`src/rtl/mcsr_pkg.sv`:
```
package mcsr_pkg;

  localparam int XLEN   = 32;
  localparam int ADDR_W = 12;
  localparam int CNT_W  = 2 * XLEN;
  localparam int NCNT   = 3;

  typedef enum logic [1:0] {
    OP_WRITE = 2'd0,
    OP_SET   = 2'd1,
    OP_CLEAR = 2'd2,
    OP_READ  = 2'd3
  } csr_op_e;

  localparam logic [ADDR_W-1:0] IDX_STATUS  = 12'h300;
  localparam logic [ADDR_W-1:0] IDX_ENABLE  = 12'h304;
  localparam logic [ADDR_W-1:0] IDX_VECTOR  = 12'h305;
  localparam logic [ADDR_W-1:0] IDX_RETPC   = 12'h341;
  localparam logic [ADDR_W-1:0] IDX_CAUSE   = 12'h342;
  localparam logic [ADDR_W-1:0] IDX_PENDING = 12'h344;
  localparam logic [ADDR_W-1:0] IDX_CMP_LO  = 12'h800;
  localparam logic [ADDR_W-1:0] IDX_CMP_HI  = 12'h801;

  localparam int GIE_BIT   = 3;
  localparam int GPIE_BIT  = 7;
  localparam int TIMER_BIT = 7;

  function automatic logic [XLEN-1:0] csr_apply(csr_op_e op,
                                                logic [XLEN-1:0] old_v,
                                                logic [XLEN-1:0] opnd);
    case (op)
      OP_WRITE: return opnd;
      OP_SET:   return old_v | opnd;
      OP_CLEAR: return old_v & ~opnd;
      default:  return old_v;
    endcase
  endfunction

endpackage

```
`src/rtl/mcsr_counter.sv`:
```
module mcsr_counter #(
  parameter int W = 64
) (
  input  logic         clk,
  input  logic         rst,
  input  logic         inc,
  output logic [W-1:0] count
);
  always_ff @(posedge clk) begin
    if (rst)      count <= '0;
    else if (inc) count <= count + 1'b1;
  end
endmodule

```
`src/rtl/mcsr_timer.sv`:
```
module mcsr_timer #(
  parameter int XLEN = 32,
  parameter int W    = 64
) (
  input  logic            clk,
  input  logic            rst,
  input  logic [W-1:0]    now,
  input  logic            wr_lo,
  input  logic            wr_hi,
  input  logic [XLEN-1:0] wval,
  output logic [W-1:0]    cmp,
  output logic            pending
);
  always_ff @(posedge clk) begin
    if (rst) begin
      cmp     <= '1;
      pending <= 1'b0;
    end else begin
      if (wr_lo) cmp[XLEN-1:0] <= wval;
      if (wr_hi) cmp[W-1:XLEN] <= wval;
      pending <= (now >= cmp);
    end
  end
endmodule

```
`src/rtl/mcsr_trap.sv`:
```
module mcsr_trap
  import mcsr_pkg::*;
(
  input  logic              clk,
  input  logic              rst,
  input  logic              wr_fire,
  input  logic [ADDR_W-1:0] wr_addr,
  input  logic [XLEN-1:0]   wval,
  input  logic              trap_take,
  input  logic [XLEN-1:0]   trap_pc,
  input  logic [XLEN-1:0]   trap_cause,
  input  logic              trap_ret,
  output logic              gie,
  output logic              gpie,
  output logic              tie,
  output logic [XLEN-1:0]   vector,
  output logic [XLEN-1:0]   retpc,
  output logic [XLEN-1:0]   cause
);
  localparam logic [XLEN-1:0] ALIGN_MASK = ~(XLEN'(3));

  logic wr_status, wr_enable, wr_vector, wr_retpc, wr_cause;

  always_comb begin
    wr_status = wr_fire && (wr_addr == IDX_STATUS);
    wr_enable = wr_fire && (wr_addr == IDX_ENABLE);
    wr_vector = wr_fire && (wr_addr == IDX_VECTOR);
    wr_retpc  = wr_fire && (wr_addr == IDX_RETPC);
    wr_cause  = wr_fire && (wr_addr == IDX_CAUSE);
  end

  always_ff @(posedge clk) begin
    if (rst) begin
      gie    <= 1'b0;
      gpie   <= 1'b0;
      tie    <= 1'b0;
      vector <= '0;
      retpc  <= '0;
      cause  <= '0;
    end else begin
      if (wr_enable) tie    <= wval[TIMER_BIT];
      if (wr_vector) vector <= wval & ALIGN_MASK;
      if (trap_take) begin
        retpc <= trap_pc & ALIGN_MASK;
        cause <= trap_cause;
        gpie  <= gie;
        gie   <= 1'b0;
      end else begin
        if (wr_retpc) retpc <= wval & ALIGN_MASK;
        if (wr_cause) cause <= wval;
        if (trap_ret) begin
          gie  <= gpie;
          gpie <= 1'b1;
        end else if (wr_status) begin
          gie  <= wval[GIE_BIT];
          gpie <= wval[GPIE_BIT];
        end
      end
    end
  end
endmodule

```
`src/rtl/mcsr_unit.sv`:
```
module mcsr_unit
  import mcsr_pkg::*;
(
  input  logic              clk,
  input  logic              rst,
  input  logic              csr_en,
  input  logic [1:0]        csr_op,
  input  logic [ADDR_W-1:0] csr_addr,
  input  logic [XLEN-1:0]   csr_wdata,
  output logic [XLEN-1:0]   csr_rdata,
  output logic              csr_illegal,
  input  logic              time_tick,
  input  logic              instret,
  input  logic              trap_take,
  input  logic [XLEN-1:0]   trap_pc,
  input  logic [XLEN-1:0]   trap_cause,
  input  logic              trap_ret,
  output logic [XLEN-1:0]   handler_addr,
  output logic [XLEN-1:0]   return_pc,
  output logic              irq_timer
);
  // counter slot k lives at 0xC00+k (low) and 0xC80+k (high)
  localparam int SLOT_CYCLE = 0;
  localparam int SLOT_TIME  = 1;
  localparam int SLOT_RET   = 2;

  logic [NCNT-1:0]  cnt_inc;
  logic [CNT_W-1:0] cnt [NCNT];

  always_comb begin
    cnt_inc             = '0;
    cnt_inc[SLOT_CYCLE] = 1'b1;
    cnt_inc[SLOT_TIME]  = time_tick;
    cnt_inc[SLOT_RET]   = instret;
  end

  for (genvar k = 0; k < NCNT; k++) begin : g_cnt
    mcsr_counter #(.W(CNT_W)) u_cnt (
      .clk   (clk),
      .rst   (rst),
      .inc   (cnt_inc[k]),
      .count (cnt[k])
    );
  end

  csr_op_e          op;
  logic [XLEN-1:0]  rd_val;
  logic             hit;
  logic [XLEN-1:0]  wr_val;
  logic             wr_fire;
  logic             gie, gpie, tie, pending;
  logic [XLEN-1:0]  vector, retpc, cause;
  logic [CNT_W-1:0] cmp;
  logic [1:0]       slot;

  assign op   = csr_op_e'(csr_op);
  assign slot = csr_addr[1:0];

  always_comb begin
    rd_val = '0;
    hit    = 1'b1;
    if (csr_addr[ADDR_W-1:8] == 4'hC && csr_addr[6:2] == 5'd0 &&
        int'(slot) < NCNT) begin
      rd_val = csr_addr[7] ? cnt[slot][CNT_W-1:XLEN] : cnt[slot][XLEN-1:0];
    end else begin
      case (csr_addr)
        IDX_STATUS: begin
          rd_val[12:11]    = 2'b11;
          rd_val[GPIE_BIT] = gpie;
          rd_val[GIE_BIT]  = gie;
        end
        IDX_ENABLE:  rd_val[TIMER_BIT] = tie;
        IDX_PENDING: rd_val[TIMER_BIT] = pending;
        IDX_VECTOR:  rd_val = vector;
        IDX_RETPC:   rd_val = retpc;
        IDX_CAUSE:   rd_val = cause;
        IDX_CMP_LO:  rd_val = cmp[XLEN-1:0];
        IDX_CMP_HI:  rd_val = cmp[CNT_W-1:XLEN];
        default:     hit = 1'b0;
      endcase
    end
  end

  assign wr_val  = csr_apply(op, rd_val, csr_wdata);
  assign wr_fire = csr_en && hit && (op != OP_READ);

  mcsr_timer #(.XLEN(XLEN), .W(CNT_W)) u_timer (
    .clk     (clk),
    .rst     (rst),
    .now     (cnt[SLOT_TIME]),
    .wr_lo   (wr_fire && csr_addr == IDX_CMP_LO),
    .wr_hi   (wr_fire && csr_addr == IDX_CMP_HI),
    .wval    (wr_val),
    .cmp     (cmp),
    .pending (pending)
  );

  mcsr_trap u_trap (
    .clk        (clk),
    .rst        (rst),
    .wr_fire    (wr_fire),
    .wr_addr    (csr_addr),
    .wval       (wr_val),
    .trap_take  (trap_take),
    .trap_pc    (trap_pc),
    .trap_cause (trap_cause),
    .trap_ret   (trap_ret),
    .gie        (gie),
    .gpie       (gpie),
    .tie        (tie),
    .vector     (vector),
    .retpc      (retpc),
    .cause      (cause)
  );

  always_ff @(posedge clk) begin
    if (rst) begin
      csr_rdata   <= '0;
      csr_illegal <= 1'b0;
      irq_timer   <= 1'b0;
    end else begin
      csr_illegal <= csr_en && !hit;
      if (csr_en) csr_rdata <= rd_val;
      irq_timer   <= pending && tie && gie;
    end
  end

  assign handler_addr = vector;
  assign return_pc    = retpc;

endmodule

```
`config.mk`:
```
export PLATFORM = sky130hd
export DESIGN_NAME = mcsr_unit
export DESIGN_NICKNAME = d
export VERILOG_FILES = /design/src/rtl/mcsr_pkg.sv /design/src/rtl/mcsr_counter.sv /design/src/rtl/mcsr_timer.sv /design/src/rtl/mcsr_trap.sv /design/src/rtl/mcsr_unit.sv
export SDC_FILE = /design/constraint.sdc
export NUM_CORES = 1
export LEC_CHECK = 0
export CORE_ASPECT_RATIO = 0.7
export CORE_MARGIN = 1.5
export CORE_UTILIZATION = 30
export DETAILED_ROUTE_END_ITERATION = 8
export DONT_BUFFER_PORTS = 1
export SKIP_LAST_GASP = 1
export SLEW_MARGIN = 5
export SYNTH_ARGS = -nofsm -noshare
export SYNTH_HDL_FRONTEND = slang
export SYNTH_SLANG_ARGS = --single-unit
export TNS_END_PERCENT = 20
```
`constraint.sdc`:
```
create_clock -name clk -period 4.5 [get_ports clk]
set_clock_uncertainty 0.15 [all_clocks]
set_input_delay 0.9 -clock clk [delete_from_list [all_inputs] [get_ports clk]]
set_output_delay 0.9 -clock clk [all_outputs]
set_load 0.05 [all_outputs]
```
==> reports/qor.yml <==
timing.rr.end: "g_cnt[1].u_cnt.count[63]$_SDFFE_PP0P_"
initial_core_util_pct: 30.47
ys_types: 75
final_util_pct: 33.58
hold_path.class: "input port to flip-flop"
vias: 18519
fin_nets: 2561
cts-root-buf: "clkbuf_16"
ctsHoldBuffers: 0
synth_area_leader_cell: "dfxtp_1"
period_share_pct: 77.93
grt_pass1_wl_mm: 111.3
tightestPinTransition_ps: 1410
portBuffers: 0
fin_ws_ps: 993.2
drtIter0Drc: 2498
hp-start: "trap_take"
gp_congestion: 0.9535
syn_area_per_cell_um2: 8.293
synth_top_area_share_pct: 37.96
startpoint_type: "flip-flop"
p_leak_nw: 8.474
ys.warnings.count: 0
synth.top_cells.by_area: "dfxtp_1, nor2_1, ha_1, xor2_1, xnor2_1"
dp_worst_setup_slack_ps: 795.4
worst_setup_path_end_kind: "flip-flop"
cts_sinks: 386
dp_hpwl_mm: 56.13
timing.rr.start: "g_cnt[1].u_cnt.count[37]$_SDFFE_PP0P_"
clk_pin_slew_worst_paths_ps: 70
ir_worst_vdd_mv: 0.2964
cts_buffers: 37
worstPathCellList: "and4_1, nand3_1, nor3_1, nand4_1, or3_1, a21oi_1"
routed_via_density: 5.619
antenna_found_initial: 5
synth_edf_count: 0
clock_path_buffers: 3
rrSetupSlack_ps: 990
switching_share_pct: 24.80
num_rows: 79
max-slew-margin-rel_pct: 6.006
cts_tree: "built"
worst_ep_arrival_time_ps: 3810
drive_above_1_share_pct: 6.864
areaGrowthSynthToFinish_pct: 10.21
fp.dieW_um: 314.4
rsz0062_at_grt: "no"
intPower_mw: 5.418
die_area_mm2: 0.06946
grt_max_degree: 342
async_flop_share_pct: 0
htreeDepth: 2
p_sw_mw: 1.787
yosysMostFrequentCell: "dfxtp_1"
cp_slowest_cell: "nor3_1"
wl_per_cell_um: 22.76
die_h_um: 221.0
clockPowerShare_pct: 45.7
synth_area_mm2: 0.02036
cp.required_ps: 4800
setup_tns_ps: 0
io_pins: 215
cpPeakStageDelay_ps: 830
yosysSeqAreaShare_pct: 37.96
grt_usage_pct: 21.03
grt_pass1_vias: 16383
critPathLaunch: "g_cnt[1].u_cnt.count[37]$_SDFFE_PP0P_"
routed_wl_mm: 75.03
firstDrtPassIters: 6
coreArea_mm2: 0.06682
post_cts_resized: 0
pwr-share-comb_pct: 4.3
status: "completed"
ys.flop_type: "dfxtp_1"
cts_setup_buffers: 0
drtAntennaViolNets: 0
p_per_area_mw_per_mm2: 321.1
final_hold_viol_count: 0
final-setup-viol-count: 0
path_class: "flip-flop to flip-flop"
min_period_ps: 3507
power_frac_seq_pct: 49.9
drv_slew: 0
worstSkewPairLatency_ps: 570
maxCapViolCount: 0
synth_commonest_cells: "dfxtp_1, nor2_1, nand2_1"
rr_worst_depth: 6
post-route-drc-count: 0
crit_path_end: "g_cnt[1].u_cnt.count[63]$_SDFFE_PP0P_"
ys_seq_elements: 386
syn-instance-count: 2455
max_clock_freq_ghz: 0.2852
gr-total-overflow: 0
critical_path.max_fanout: 6
[through the flow]
step,power (mW),instances,instance area [um^2],hold slack (ps)
detailed placement,3.979,3229,21210,323.3
global route,7.413,3295,22430,259.2
finish,7.205,3296,22440,279.9
global placement,3.977,3229,21210,305.3
CTS,7.232,3295,22430,258.3
floorplan,3.967,2458,20370,274.9
[worst min-delay path by stage]
stage	slack [ps]	depth (start not counted)	end
CTS	260	1	u_trap.retpc[11]$_SDFFE_PP0P_
detailed placement	320	1	u_trap.cause[31]$_SDFFE_PP0P_
global route	260	1	g_cnt[1].u_cnt.count[44]$_SDFFE_PP0P_
global placement	310	1	g_cnt[0].u_cnt.count[0]$_SDFF_PP0_
finish	280	1	u_trap.retpc[11]$_SDFFE_PP0P_
floorplan	270	1	g_cnt[0].u_cnt.count[0]$_SDFF_PP0_
[state kept, by name (all words and copies together), names as in the netlist]
signal,cells
csr_illegal,1
csr_rdata,32
g_cnt.u_cnt.count,192
irq_timer,1
u_timer.cmp,64
u_timer.pending,1
u_trap.cause,32
u_trap.gie,1
u_trap.gpie,1
u_trap.retpc,30
u_trap.tie,1
u_trap.vector,30
[per-layer routing]
layer	vias up	wire, um	global-route usage, %
met1	8928	35910	32.41
met5	-	48	0
met4	8	1174	3.908
met3	93	9540	8.575
met2	821	28350	26.54
li1	8669	-	-
[power groups by stage]
stage / logic, mW / clock network [mW] / registers (mW)
after floorplan: 0.310 / 0 / 3.66
after global placement: 0.302 / 0 / 3.67
after detailed placement: 0.304 / 0 / 3.67
after CTS: 0.305 / 3.33 / 3.60
after global routing: 0.336 / 3.48 / 3.60
final: 0.311 / 3.29 / 3.60
[logic make-up after synthesis]
logic type | Yosys count | share of synthesized area [%]
DFF | 386 | 37.96
AOI/OAI and AO/OA | 570 | 19.93
buffers and inverters | 305 | 5.949
adders and majority gates | 67 | 4.118
other | 1 | 0.01842
muxes | 77 | 3.964
xor gates and xnor gates | 167 | 7.185
and+or+nand+nor | 882 | 20.88
[cell type report]
| type | instances | area (um^2) |
|---|---|---|
| Sequential cell | 386 | 7727 |
| Clock buffer | 55 | 1106 |
| Multi-Input combinational cell | 1767 | 11480 |
| Timing Repair Buffer | 45 | 362.8 |
| Tap cell | 891 | 1115 |
| Antenna cell | 1 | 2.502 |
| Fill cell | 7042 | 44380 |
| Clock inverter | 11 | 115.1 |
| Inverter | 140 | 525.5 |
[cells in the final DEF (no fill, tap or decap), drive strengths merged, types with 14 or more instances in the layout]
master,n
nand2,146
and4,30
o211ai,17
nor3,73
buf,45
mux2i,48
inv,142
and3,44
o21ai,88
nand4,59
mux2,29
nor2,340
nor2b,17
nand3,91
ha,67
xor2,88
clkbuf,55
xnor2,79
a211o,16
dfxtp,386
a22o,14
a221o,53
a21oi,125
a22oi,65
a211oi,51
or3,29
a32oi,14
o221ai,30
[critical path, delay by kind of cell (launching register included)]
kind / cells / cell delay [ps]
AOI/OAI and AO/OA: 1 / 140
DFF: 1 / 520
and+or+nand+nor: 5 / 2580
No activity file was read; power rests on OpenSTA's default activity.
